`config.mk`:
```
export PLATFORM = sky130hd
export DESIGN_NAME = tdmStreamConverter
export DESIGN_NICKNAME = d
export VERILOG_FILES = /design/src/rtl/tdmPkg.sv /design/src/rtl/tdmSlotCtrl.sv /design/src/rtl/tdmLaneDatapath.sv /design/src/rtl/tdmStreamConverter.sv
export SDC_FILE = /design/constraint.sdc
export NUM_CORES = 1
export LEC_CHECK = 0
export BUFFER_PORTS_ARGS = -buffer_cell sky130_fd_sc_hd__buf_2
export CORE_MARGIN = 1.5
export CORE_UTILIZATION = 40
export CTS_CLUSTER_SIZE = 40
export DETAILED_ROUTE_END_ITERATION = 10
export GPL_TIMING_DRIVEN = 0
export MAX_ROUTING_LAYER = met4
export SLEW_MARGIN = 20
export SYNTH_ARGS = -nofsm -noshare
export SYNTH_HDL_FRONTEND = slang
export SYNTH_SLANG_ARGS = --single-unit
```
`constraint.sdc`:
```
create_clock -name clk -period 2.15 [get_ports clk]
set_input_delay 0.215 -clock clk [delete_from_list [all_inputs] [get_ports clk]]
set_output_delay 0.215 -clock clk [all_outputs]
set_load 0.02 [all_outputs]
```
`src/rtl/tdmPkg.sv`:
```
package tdmPkg;
  localparam int POS_W     = 10;               // clock cycles per frame = 2**POS_W
  localparam int BYTE_W    = 8;
  localparam int BIT_IDX_W = $clog2(BYTE_W);
  localparam int CHAN_W    = POS_W - BIT_IDX_W - 1;
  localparam int LANES     = 2;

  typedef enum logic [1:0] {
    MODE_DUAL2   = 2'd0,
    MODE_SINGLE4 = 2'd1,
    MODE_HALF8   = 2'd2,
    MODE_OFF     = 2'd3
  } mode_e;

  typedef struct packed {
    logic [LANES-1:0]  act;
    logic              bitFirst;
    logic              slotFirst;
    logic [CHAN_W-1:0] chan0;
    logic [CHAN_W-1:0] chan1;
  } txStb_t;

  typedef struct packed {
    logic [LANES-1:0]  act;
    logic              bitLast;
    logic              slotLast;
    logic [CHAN_W-1:0] chan0;
    logic [CHAN_W-1:0] chan1;
  } rxStb_t;

  function automatic txStb_t decodeTx(input logic [POS_W-1:0] pos, input mode_e mode,
                                      input logic odd, input logic en);
    txStb_t t;
    t = '0;
    if (en) begin
      case (mode)
        MODE_DUAL2: begin
          t.act       = 2'b11;
          t.bitFirst  = (pos[1:0] == 2'b00);
          t.slotFirst = (pos[BIT_IDX_W+1:0] == '0);
          t.chan0     = {1'b0, pos[POS_W-1:BIT_IDX_W+2]};
          t.chan1     = {1'b1, pos[POS_W-1:BIT_IDX_W+2]};
        end
        MODE_SINGLE4: begin
          t.act       = 2'b01;
          t.bitFirst  = !pos[0];
          t.slotFirst = (pos[BIT_IDX_W:0] == '0);
          t.chan0     = pos[POS_W-1:BIT_IDX_W+1];
        end
        MODE_HALF8: begin
          t.act       = {1'b0, pos[BIT_IDX_W] == odd};
          t.bitFirst  = 1'b1;
          t.slotFirst = (pos[BIT_IDX_W-1:0] == '0);
          t.chan0     = pos[POS_W-1:BIT_IDX_W+1];
        end
        default: ;
      endcase
    end
    return t;
  endfunction

  function automatic rxStb_t decodeRx(input logic [POS_W-1:0] pos, input mode_e mode,
                                      input logic odd, input logic en);
    rxStb_t r;
    r = '0;
    if (en) begin
      case (mode)
        MODE_DUAL2: begin
          r.act      = 2'b11;
          r.bitLast  = &pos[1:0];
          r.slotLast = &pos[BIT_IDX_W+1:0];
          r.chan0    = {1'b0, pos[POS_W-1:BIT_IDX_W+2]};
          r.chan1    = {1'b1, pos[POS_W-1:BIT_IDX_W+2]};
        end
        MODE_SINGLE4: begin
          r.act      = 2'b01;
          r.bitLast  = pos[0];
          r.slotLast = &pos[BIT_IDX_W:0];
          r.chan0    = pos[POS_W-1:BIT_IDX_W+1];
        end
        MODE_HALF8: begin
          r.act      = {1'b0, pos[BIT_IDX_W] == odd};
          r.bitLast  = 1'b1;
          r.slotLast = &pos[BIT_IDX_W-1:0];
          r.chan0    = pos[POS_W-1:BIT_IDX_W+1];
        end
        default: ;
      endcase
    end
    return r;
  endfunction
endpackage

```
`src/rtl/tdmSlotCtrl.sv`:
```
module tdmSlotCtrl
  import tdmPkg::*;
(
  input  logic       clk,
  input  logic       rstN,
  input  logic       frameSync,
  input  logic [1:0] rxMode,
  input  logic       rxOddHalf,
  input  logic [1:0] txMode,
  input  logic       txOddHalf,
  output rxStb_t     rxStb,
  output txStb_t     txStb
);
  logic [POS_W-1:0] posQ;
  logic [POS_W-1:0] posNext;
  logic             synced;

  // frameSync makes the following cycle position 0; otherwise free-running wrap
  assign posNext = frameSync ? '0 : posQ + 1'b1;

  always_ff @(posedge clk) begin
    if (!rstN) begin
      posQ   <= '0;
      synced <= 1'b0;
    end else begin
      posQ <= posNext;
      if (frameSync) synced <= 1'b1;
    end
  end

  // receive works on the current position, transmit looks one cycle ahead
  assign rxStb = decodeRx(posQ, mode_e'(rxMode), rxOddHalf, synced);
  assign txStb = decodeTx(posNext, mode_e'(txMode), txOddHalf, synced | frameSync);

  assert_lane1_quiet_R4: assert property (@(posedge clk) disable iff (!rstN)
    (txMode == MODE_SINGLE4) |-> !txStb.act[1]);

  assert_off_silent_R6: assert property (@(posedge clk) disable iff (!rstN)
    (txMode == MODE_OFF && rxMode == MODE_OFF) |-> (txStb.act == '0 && rxStb.act == '0));
endmodule

```
`src/rtl/tdmLaneDatapath.sv`:
```
module tdmLaneDatapath
  import tdmPkg::*;
(
  input  logic              clk,
  input  logic              rstN,
  input  rxStb_t            rxStb,
  input  txStb_t            txStb,
  input  logic [LANES-1:0]  rxPin,
  input  logic [BYTE_W-1:0] txData [LANES],
  output logic [LANES-1:0]  txReq,
  output logic [LANES-1:0]  txPin,
  output logic [LANES-1:0]  txOe,
  output logic [LANES-1:0]  rxValid,
  output logic [BYTE_W-1:0] rxByte [LANES],
  output logic [CHAN_W-1:0] rxChan [LANES]
);
  for (genvar g = 0; g < LANES; g++) begin : gLane
    logic [BYTE_W-1:0] txSh;
    logic              oeQ;
    logic [BYTE_W-1:0] rxSh;
    logic [BYTE_W-1:0] byteQ;
    logic [CHAN_W-1:0] chanQ;
    logic              validQ;
    logic [CHAN_W-1:0] rxChanHere;

    if (g == 0) begin : gC0
      assign rxChanHere = rxStb.chan0;
    end else begin : gC1
      assign rxChanHere = rxStb.chan1;
    end

    assign txReq[g] = txStb.slotFirst & txStb.act[g];
    assign txPin[g] = oeQ & txSh[BYTE_W-1];
    assign txOe[g]  = oeQ;

    // transmit: load at slot start, shift at each new cell, release when idle
    always_ff @(posedge clk) begin
      if (!rstN) begin
        txSh <= '0;
        oeQ  <= 1'b0;
      end else if (txReq[g]) begin
        txSh <= txData[g];
        oeQ  <= 1'b1;
      end else if (!txStb.act[g]) begin
        oeQ  <= 1'b0;
      end else if (txStb.bitFirst) begin
        txSh <= txSh << 1;
      end
    end

    // receive: sample in last cycle of each cell, publish after the slot
    always_ff @(posedge clk) begin
      if (!rstN) begin
        rxSh   <= '0;
        byteQ  <= '0;
        chanQ  <= '0;
        validQ <= 1'b0;
      end else begin
        validQ <= rxStb.act[g] & rxStb.slotLast;
        if (rxStb.act[g] && rxStb.bitLast)
          rxSh <= {rxSh[BYTE_W-2:0], rxPin[g]};
        if (rxStb.act[g] && rxStb.slotLast) begin
          byteQ <= {rxSh[BYTE_W-2:0], rxPin[g]};
          chanQ <= rxChanHere;
        end
      end
    end

    assign rxValid[g] = validQ;
    assign rxByte[g]  = byteQ;
    assign rxChan[g]  = chanQ;

    assert_oe_after_req_R8: assert property (@(posedge clk) disable iff (!rstN)
      $rose(oeQ) |-> $past(txReq[g]));

    assert_req_single_R8: assert property (@(posedge clk) disable iff (!rstN)
      txReq[g] |=> !txReq[g]);

    assert_valid_pulse_R9: assert property (@(posedge clk) disable iff (!rstN)
      validQ |=> !validQ);
  end
endmodule

```
`src/rtl/tdmStreamConverter.sv`:
```
module tdmStreamConverter
  import tdmPkg::*;
(
  input  logic              clk,
  input  logic              rstN,
  input  logic              frameSync,
  input  logic [1:0]        rxMode,
  input  logic              rxOddHalf,
  input  logic [1:0]        txMode,
  input  logic              txOddHalf,
  input  logic [LANES-1:0]  rxPin,
  output logic [LANES-1:0]  rxValid,
  output logic [CHAN_W-1:0] rxChan0,
  output logic [BYTE_W-1:0] rxByte0,
  output logic [CHAN_W-1:0] rxChan1,
  output logic [BYTE_W-1:0] rxByte1,
  output logic [LANES-1:0]  txReq,
  output logic [CHAN_W-1:0] txChan0,
  input  logic [BYTE_W-1:0] txData0,
  output logic [CHAN_W-1:0] txChan1,
  input  logic [BYTE_W-1:0] txData1,
  output logic [LANES-1:0]  txPin,
  output logic [LANES-1:0]  txOe
);
  rxStb_t            rxStb;
  txStb_t            txStb;
  logic [BYTE_W-1:0] txDataArr [LANES];
  logic [BYTE_W-1:0] rxByteArr [LANES];
  logic [CHAN_W-1:0] rxChanArr [LANES];

  assign txDataArr[0] = txData0;
  assign txDataArr[1] = txData1;
  assign rxByte0      = rxByteArr[0];
  assign rxByte1      = rxByteArr[1];
  assign rxChan0      = rxChanArr[0];
  assign rxChan1      = rxChanArr[1];
  assign txChan0      = txStb.chan0;
  assign txChan1      = txStb.chan1;

  tdmSlotCtrl i_ctrl (
    .clk(clk), .rstN(rstN), .frameSync(frameSync),
    .rxMode(rxMode), .rxOddHalf(rxOddHalf),
    .txMode(txMode), .txOddHalf(txOddHalf),
    .rxStb(rxStb), .txStb(txStb)
  );

  tdmLaneDatapath i_data (
    .clk(clk), .rstN(rstN), .rxStb(rxStb), .txStb(txStb),
    .rxPin(rxPin), .txData(txDataArr),
    .txReq(txReq), .txPin(txPin), .txOe(txOe),
    .rxValid(rxValid), .rxByte(rxByteArr), .rxChan(rxChanArr)
  );
endmodule

```
==> metrics.csv, run 1 <==
metric,value,unit
initial core utilization,0.4165,
Avg Synthesized Cell Area,8.317,um^2
Mapped Cells,391,
area added between synthesis and finish,35.86,%
switching power total,736.4,uW
worst hold slack after final layout,110.8,ps
Post-Syn Nets,421,
Detailed Routing Iterations Pass 1,4,
share of cells above drive strength 1,0.3360,
top post-synthesis cells by area,"sky130_fd_sc_hd__dfxtp_1, sky130_fd_sc_hd__mux2i_1, sky130_fd_sc_hd__nand2_1",
outcome,"complete, but fails checks",
post-synthesis cell type count,48,
max-cap violation count,0,
Setup crit start kind,flop,
overall die height,93.17,um
largest net degree at the start of global routing,15,
Total Neg Setup Slack,-694.8,ps
share of power burned in combinational logic,0.093,
via count of the routed design,3128,
Critical Path End Type,output pin,
Num CTS Buffers,9,
Final Routed Wirelength,8.549,mm
buffer cell driving the clock tree root,sky130_fd_sc_hd__clkbuf_8,
Worst-path clk slew,90,ps
proportion of power drawn by flip-flops and latches,0.481,
"buffers from clock root to sink, at most",2,
Routed Antenna Nets,0,
final routed wire length divided by cell count,14.06,um
setup violation total in the final timing report,10,
clock tree from TritonCTS,done,
estimated wirelength of the detail-placed design,5.795,mm
number of pins with negative max-slew slack in the final report,0,
die width,93.17,um
cell chain of the critical path,buf_6 > nand4_1 > nor4_1 > o21ai_1 > or2_2 > a21oi_1 > buf_4,
share of Yosys cell area claimed by the top area cell type,0.4494,
most frequent cells in the layout,"sky130_fd_sc_hd__buf_2, sky130_fd_sc_hd__dfxtp_1, sky130_fd_sc_hd__nand2_1",
worst rel slew slack,0.5602,
"commonest non-fill, non-tap cell in the layout",sky130_fd_sc_hd__buf_2,
"Data required, critical path",1930,ps
depth of the worst register-to-register path,11,
clock latency on the worst-skew pair,350,ps
Synth Cell Area,0.003252,mm^2
"Warnings, synthesis",0,
largest fanout on the critical path,4,
"crit path setup slack, layout",-128.8,ps
pre-CTS setup slack,-311.3,ps
Setup Crit Path Kind,reg -> out,
failing checks,setup timing,
clock skew,15.58,ps
flip-flop and latch count after synthesis,73,
area of the placeable core,0.007807,mm^2
hold path cells,3,
switching part of the total power,0.2547,
H-tree lvl count,3,
Placed Cells incl. Taps,565,
site row count,32,
global route total overflow,0,
number of nets in the final layout,531,
critical path's slowest cell,sky130_fd_sc_hd__dfxtp_4,
GRT Util Overall,0.2062,
total power divided by cell area,654.5,mW/mm^2
clock group share of total power,0.425,
RSZ-0062 raised after global routing,yes,
Vias per Instance,5.145,
initial antenna violation count,0,
final standard cell count with taps included and fillers excluded,608,
iteration-0 DRC count of the detailed router,188,
via count of the first global-routing pass,2864,
transition time at the pin with the least slew margin,659.7,ps
maximum vdd ir drop,0.0003734,V
arrival time reported for the critical path endpoint,2060,ps
antenna fix cells,0,
count of input and output buffers,72,
Fmax achieved,438.8,MHz
overall power after layout,2.892,mW
sequential element share of the synthesized area,0.4494,
fin crit period,2279,ps
Hold WC Path Type,in -> reg,
Die Area,0.008680,mm^2
Power Internal,2.155,mW
total leakage power,1.876,nW
TritonCTS sink count,73,
# DRC,0,
fill cell instance count of the final layout,749,
first-pass GRT wire length,13.70,mm
Final Hold Vio Count,0,
final period utilization,1.060,
number of primary I/O pins,75,
biggest area consumer among synthesized cells,sky130_fd_sc_hd__dfxtp_1,
weighted congestion at the end of routability-driven global placement,0.8317,
largest incremental delay on the critical path,370,ps
## synth_stat cells, drive strengths merged
master and number:
o21bai 1, nand2 55, nor3 11, o22ai 3, ha 3, mux2i 22, nor4 1, and2 11
a31oi 8, buf 19, a2bb2oi 1, and3 5, xor2 3, a221oi 5, o21a 2, a211oi 7
or3b 1, a21oi 25, o221a 2, or3 2, nor2 37, o21ai 29, dfxtp 73, nor2b 5
inv 12, clkbuf 13, nand3 16, nand4 4, nand2b 4, nand3b 2, o211ai 1, o31a 1
o211a 1, o221ai 1, xnor2 1, or2 2, nor3b 2
## power by group through the flow
stage	combinational, mW	clock, mW	sequential [mW]
2_1_floorplan	0.154	0	1.42
6_report	0.270	1.23	1.39
3_3_place_gp	0.224	0	1.42
5_1_grt	0.295	1.30	1.39
4_1_cts	0.254	1.24	1.39
3_5_place_dp	0.228	0	1.42
## layer usage
layer	vias up	routed length, um	global-route usage
met4	0	163	0.07576
met5	-	0	-
li1	1563	-	-
met2	85	4049	0.3297
met3	19	404	0.03740
met1	1461	3931	0.2610
## final cells by class
cell class,instances,area (um^2),share of cell area
Tap cell,102,127.6,0.02889
Buffer,30,171.4,0.03880
Inverter,12,45.04,0.01020
Sequential cell,73,1470,0.3328
Clock buffer,9,123.9,0.02804
Timing Repair Buffer,101,660.6,0.1495
Clock inverter,7,102.6,0.02322
Multi-Input combinational cell,274,1717,0.3886
## state kept, by name, indices dropped and copies added, names as in the netlist
name	cells
i_data.gLane.byteQ	16
i_data.gLane.rxSh	14
i_ctrl.synced	1
i_data.gLane.oeQ	2
i_data.gLane.validQ	2
i_data.gLane.chanQ	12
i_data.gLane.txSh	16
i_ctrl.posQ	10
## logic make-up (layout without fill, tap and decap cells)
group,count (synthesis),after routing,synth area share
compound gates,87,87,0.1628
xor+xnor,4,4,0.01078
fa+ha+maj,3,3,0.01154
buf+inv,44,159,0.06541
flops,73,73,0.4494
mux,22,22,0.07157
simple gates,158,158,0.2285
## stage by stage
| step | util | instance area, um^2 |
|---|---|---|
| 5_1_grt | 0.5659 | 4418 |
| 3_5_place_dp | 0.4790 | 3740 |
| 3_3_place_gp | 0.4790 | 3740 |
| 4_1_cts | 0.5487 | 4284 |
| 6_report | 0.5659 | 4418 |
| 2_1_floorplan | - | 3252 |
## worst max-delay path, delay by kind of cell (launching register included)
family / cells / cell delay [ps]
AOI/OAI and AO/OA: 2 / 300
DFF: 1 / 370
buffers and inverters: 2 / 270
and+or+nand+nor: 3 / 780
## path summary, 6_finish.rpt
check                                        startpoint                        to  slack (ps)
worst min register to register  i_data.gLane[1].rxSh[6]  i_data.gLane[1].byteQ[7]         450
worst max register to register           i_ctrl.posQ[0]  i_data.gLane[0].chanQ[4]          60
worst min-delay path                           rxPin[1]  i_data.gLane[1].byteQ[0]         110
worst max-delay path                     i_ctrl.posQ[0]                txChan0[4]        -130
## what timing repair did
| action | 4_1_cts | 5_1_grt |
|---|---|---|
| setup endpoints to repair | 57 | 30 |
| buffers inserted | 21 | 9 |
| pin swaps | 14 | 9 |
| gates resized for setup | 42 | 29 |
| hold buffers | 0 | 0 |
(Power assumes the default switching activity.)
==> inputs of run 2 (changes only) <==
--- a/config.mk
+++ b/config.mk
@@ -7,7 +7,7 @@
 export LEC_CHECK = 0
 export BUFFER_PORTS_ARGS = -buffer_cell sky130_fd_sc_hd__buf_2
 export CORE_MARGIN = 1.5
-export CORE_UTILIZATION = 40
+export CORE_UTILIZATION = 39
 export CTS_CLUSTER_SIZE = 40
 export DETAILED_ROUTE_END_ITERATION = 10
 export GPL_TIMING_DRIVEN = 0
@@ -16,3 +16,4 @@
 export SYNTH_ARGS = -nofsm -noshare
 export SYNTH_HDL_FRONTEND = slang
 export SYNTH_SLANG_ARGS = --single-unit
+export TNS_END_PERCENT = 1
==> metrics.csv, run 2 (same netlist as run 1, synthesis figures left out) <==
metric,value,unit,change
outcome,"complete, but fails checks",,unchanged
failing checks,setup timing,,unchanged
largest net degree at the start of global routing,14,,was 15
transition time at the pin with the least slew margin,556.1,ps,was 659.7 ps
"buffers from clock root to sink, at most",2,,unchanged
clock tree from TritonCTS,done,,unchanged
total leakage power,1.826,nW,was 1.876 nW
initial antenna violation count,0,,unchanged
hold path cells,3,,unchanged
number of nets in the final layout,526,,was 531
largest fanout on the critical path,5,,was 4
area added between synthesis and finish,32.63,%,was 35.86%
Worst-path clk slew,80,ps,was 90 ps
Final Routed Wirelength,8.324,mm,was 8.549 mm
final standard cell count with taps included and fillers excluded,606,,was 608
Detailed Routing Iterations Pass 1,4,,unchanged
RSZ-0062 raised after global routing,yes,,unchanged
TritonCTS sink count,73,,unchanged
Hold WC Path Type,in -> reg,,unchanged
Num CTS Buffers,9,,unchanged
Final Hold Vio Count,0,,unchanged
total power divided by cell area,661.0,mW/mm^2,was 654.5 mW/mm^2
arrival time reported for the critical path endpoint,2070,ps,was 2060 ps
H-tree lvl count,3,,unchanged
end point of the worst hold path,i_data.gLane[0].txSh[0],,was i_data.gLane[1].byteQ[0]
Setup Crit Path Kind,reg -> out,,unchanged
initial core utilization,0.3998,,was 0.4165
share of cells above drive strength 1,0.3214,,was 0.3360
Vias per Instance,5.091,,was 5.145
Critical Path End Type,output pin,,unchanged
number of primary I/O pins,75,,unchanged
clock latency on the worst-skew pair,350,ps,about the same
buffer cell driving the clock tree root,sky130_fd_sc_hd__clkbuf_8,,unchanged
Setup crit start kind,flop,,unchanged
Die Area,0.008895,mm^2,was 0.008680 mm^2
overall die height,94.32,um,was 93.17 um
count of input and output buffers,72,,unchanged
site row count,33,,was 32
global route total overflow,0,,unchanged
hold_buf cts,0,,unchanged
most frequent cells in the layout,"sky130_fd_sc_hd__buf_2, sky130_fd_sc_hd__dfxtp_1, sky130_fd_sc_hd__nand2_1",,unchanged
Fmax achieved,436.7,MHz,was 438.8 MHz
startpoint of the tightest hold check path,txData0[0],,was rxPin[1]
number of pins with negative max-slew slack in the final report,0,,unchanged
maximum vdd ir drop,0.0003879,V,was 0.0003734 V
"Data required, critical path",1930,ps,about the same
die width,94.32,um,was 93.17 um
largest registers in the final layout,"i_data.gLane.byteQ: 16 flops, i_data.gLane.txSh: 16 flops, i_data.gLane.rxSh: 14 flops",,unchanged
"commonest non-fill, non-tap cell in the layout",sky130_fd_sc_hd__buf_2,,unchanged
first-pass GRT wire length,13.32,mm,was 13.70 mm
via count of the first global-routing pass,2874,,was 2864
"crit path setup slack, layout",-139.8,ps,was -128.8 ps
depth of the worst register-to-register path,10,,was 11
Placed Cells incl. Taps,568,,was 565
# DRC,0,,unchanged
reg2reg end,i_data.gLane[1].chanQ[2],,was i_data.gLane[0].chanQ[4]
setup violation total in the final timing report,8,,was 10
estimated wirelength of the detail-placed design,5.782,mm,was 5.795 mm
area of the placeable core,0.008134,mm^2,was 0.007807 mm^2
iteration-0 DRC count of the detailed router,125,,was 188
final period utilization,1.065,,was 1.060
clock skew,7.570,ps,was 15.58 ps
weighted congestion at the end of routability-driven global placement,0.8004,,was 0.8317
GRT Util Overall,0.1988,,was 0.2062
max-cap violation count,0,,unchanged
pre-CTS setup slack,-292.3,ps,was -311.3 ps
antenna fix cells,0,,unchanged
utilization after layout,0.5302,,was 0.5659
via count of the routed design,3085,,was 3128
worst rel slew slack,0.6293,,was 0.5602
fin crit period,2290,ps,was 2279 ps
final routed wire length divided by cell count,13.74,um,was 14.06 um
launch point of the worst reg-to-reg path,i_ctrl.posQ[0],,unchanged
Routed Antenna Nets,0,,unchanged
slack of the worst reg-to-reg path,70,ps,was 60 ps
[run 2: cell types whose count changed in the layout (fill, tap and decap cells not counted), moves of 2 or more]
cell / delta
sky130_fd_sc_hd__and2_1: +2
sky130_fd_sc_hd__o21ai_1: -2
sky130_fd_sc_hd__a211oi_2: -3
sky130_fd_sc_hd__clkbuf_1: +2
sky130_fd_sc_hd__buf_6: -9
sky130_fd_sc_hd__dfxtp_4: +2
sky130_fd_sc_hd__dfxtp_1: -2
sky130_fd_sc_hd__mux2i_1: +2
sky130_fd_sc_hd__buf_2: +5
sky130_fd_sc_hd__a211oi_1: +3
sky130_fd_sc_hd__and2_4: -2
sky130_fd_sc_hd__mux2i_2: -2
[run 2: worst max-delay path by stage]
stage	startpoint	end	slack [ps]	cells past startpoint
finish	i_ctrl.posQ[5]	txChan0[4]	-140	7
CTS	i_ctrl.posQ[0]	txReq[0]	-220	10
global placement	i_ctrl.posQ[0]	txReq[0]	-280	10
floorplan	i_ctrl.posQ[0]	txReq[0]	30	9
detailed placement	i_ctrl.posQ[0]	txReq[1]	-290	9
global route	i_ctrl.posQ[5]	txChan0[4]	-190	7
[run 2: metrics by stage]
| step | instance area, um^2 | TNS [ps] | hold WS (ps) | total power, mW |
|---|---|---|---|---|
| floorplan | 3252 | 0 | 351.0 | 1.572 |
| global placement | 3744 | -7001 | 441.0 | 1.645 |
| detailed placement | 3744 | -8070 | 448.4 | 1.649 |
| CTS | 4135 | -869.2 | 84.81 | 2.862 |
| global route | 4313 | -1800 | 108.8 | 2.964 |
| finish | 4313 | -556.0 | 97.01 | 2.851 |
[run 2: cell type report]
type / count / area, um^2
buffer: 31 / 172.7
clock inverter: 6 / 90.09
sequential: 73 / 1478
multi-input combinational: 274 / 1707
tap: 105 / 131.4
clock buffer: 10 / 127.6
timing repair buffer: 95 / 556.8
fill: 795 / 3821
inverter: 12 / 50.05
[run 2: critical path, stage by stage (launching register included)]
cell,delay [ps]
sky130_fd_sc_hd__dfxtp_2,330
sky130_fd_sc_hd__buf_6,100
sky130_fd_sc_hd__nand4_1,180
sky130_fd_sc_hd__nor4_2,390
sky130_fd_sc_hd__o21ai_2,140
sky130_fd_sc_hd__or2_2,300
sky130_fd_sc_hd__a21oi_2,140
sky130_fd_sc_hd__buf_4,150
[run 2: report_power, final]
group / switching, mW / internal (mW)
logic: 0.153 / 0.108
clock network: 0.541 / 0.660
registers: 0.0144 / 1.37
[run 2: layer usage]
metal | vias to the layer above | track usage | share of wire
li1 | 1558 | - | -
met1 | 1450 | 0.2376 | 0.47
met2 | 64 | 0.3201 | 0.47
met3 | 13 | 0.04450 | 0.047
met4 | 0 | 0.08706 | 0.019
met5 | - | - | 0
[run 2: timing repair]
item                                    4_1_cts  5_1_grt
resized for setup                            31       26
buffers inserted                              8       15
pin swaps                                     9        9
endpoints found under the setup margin       60       28
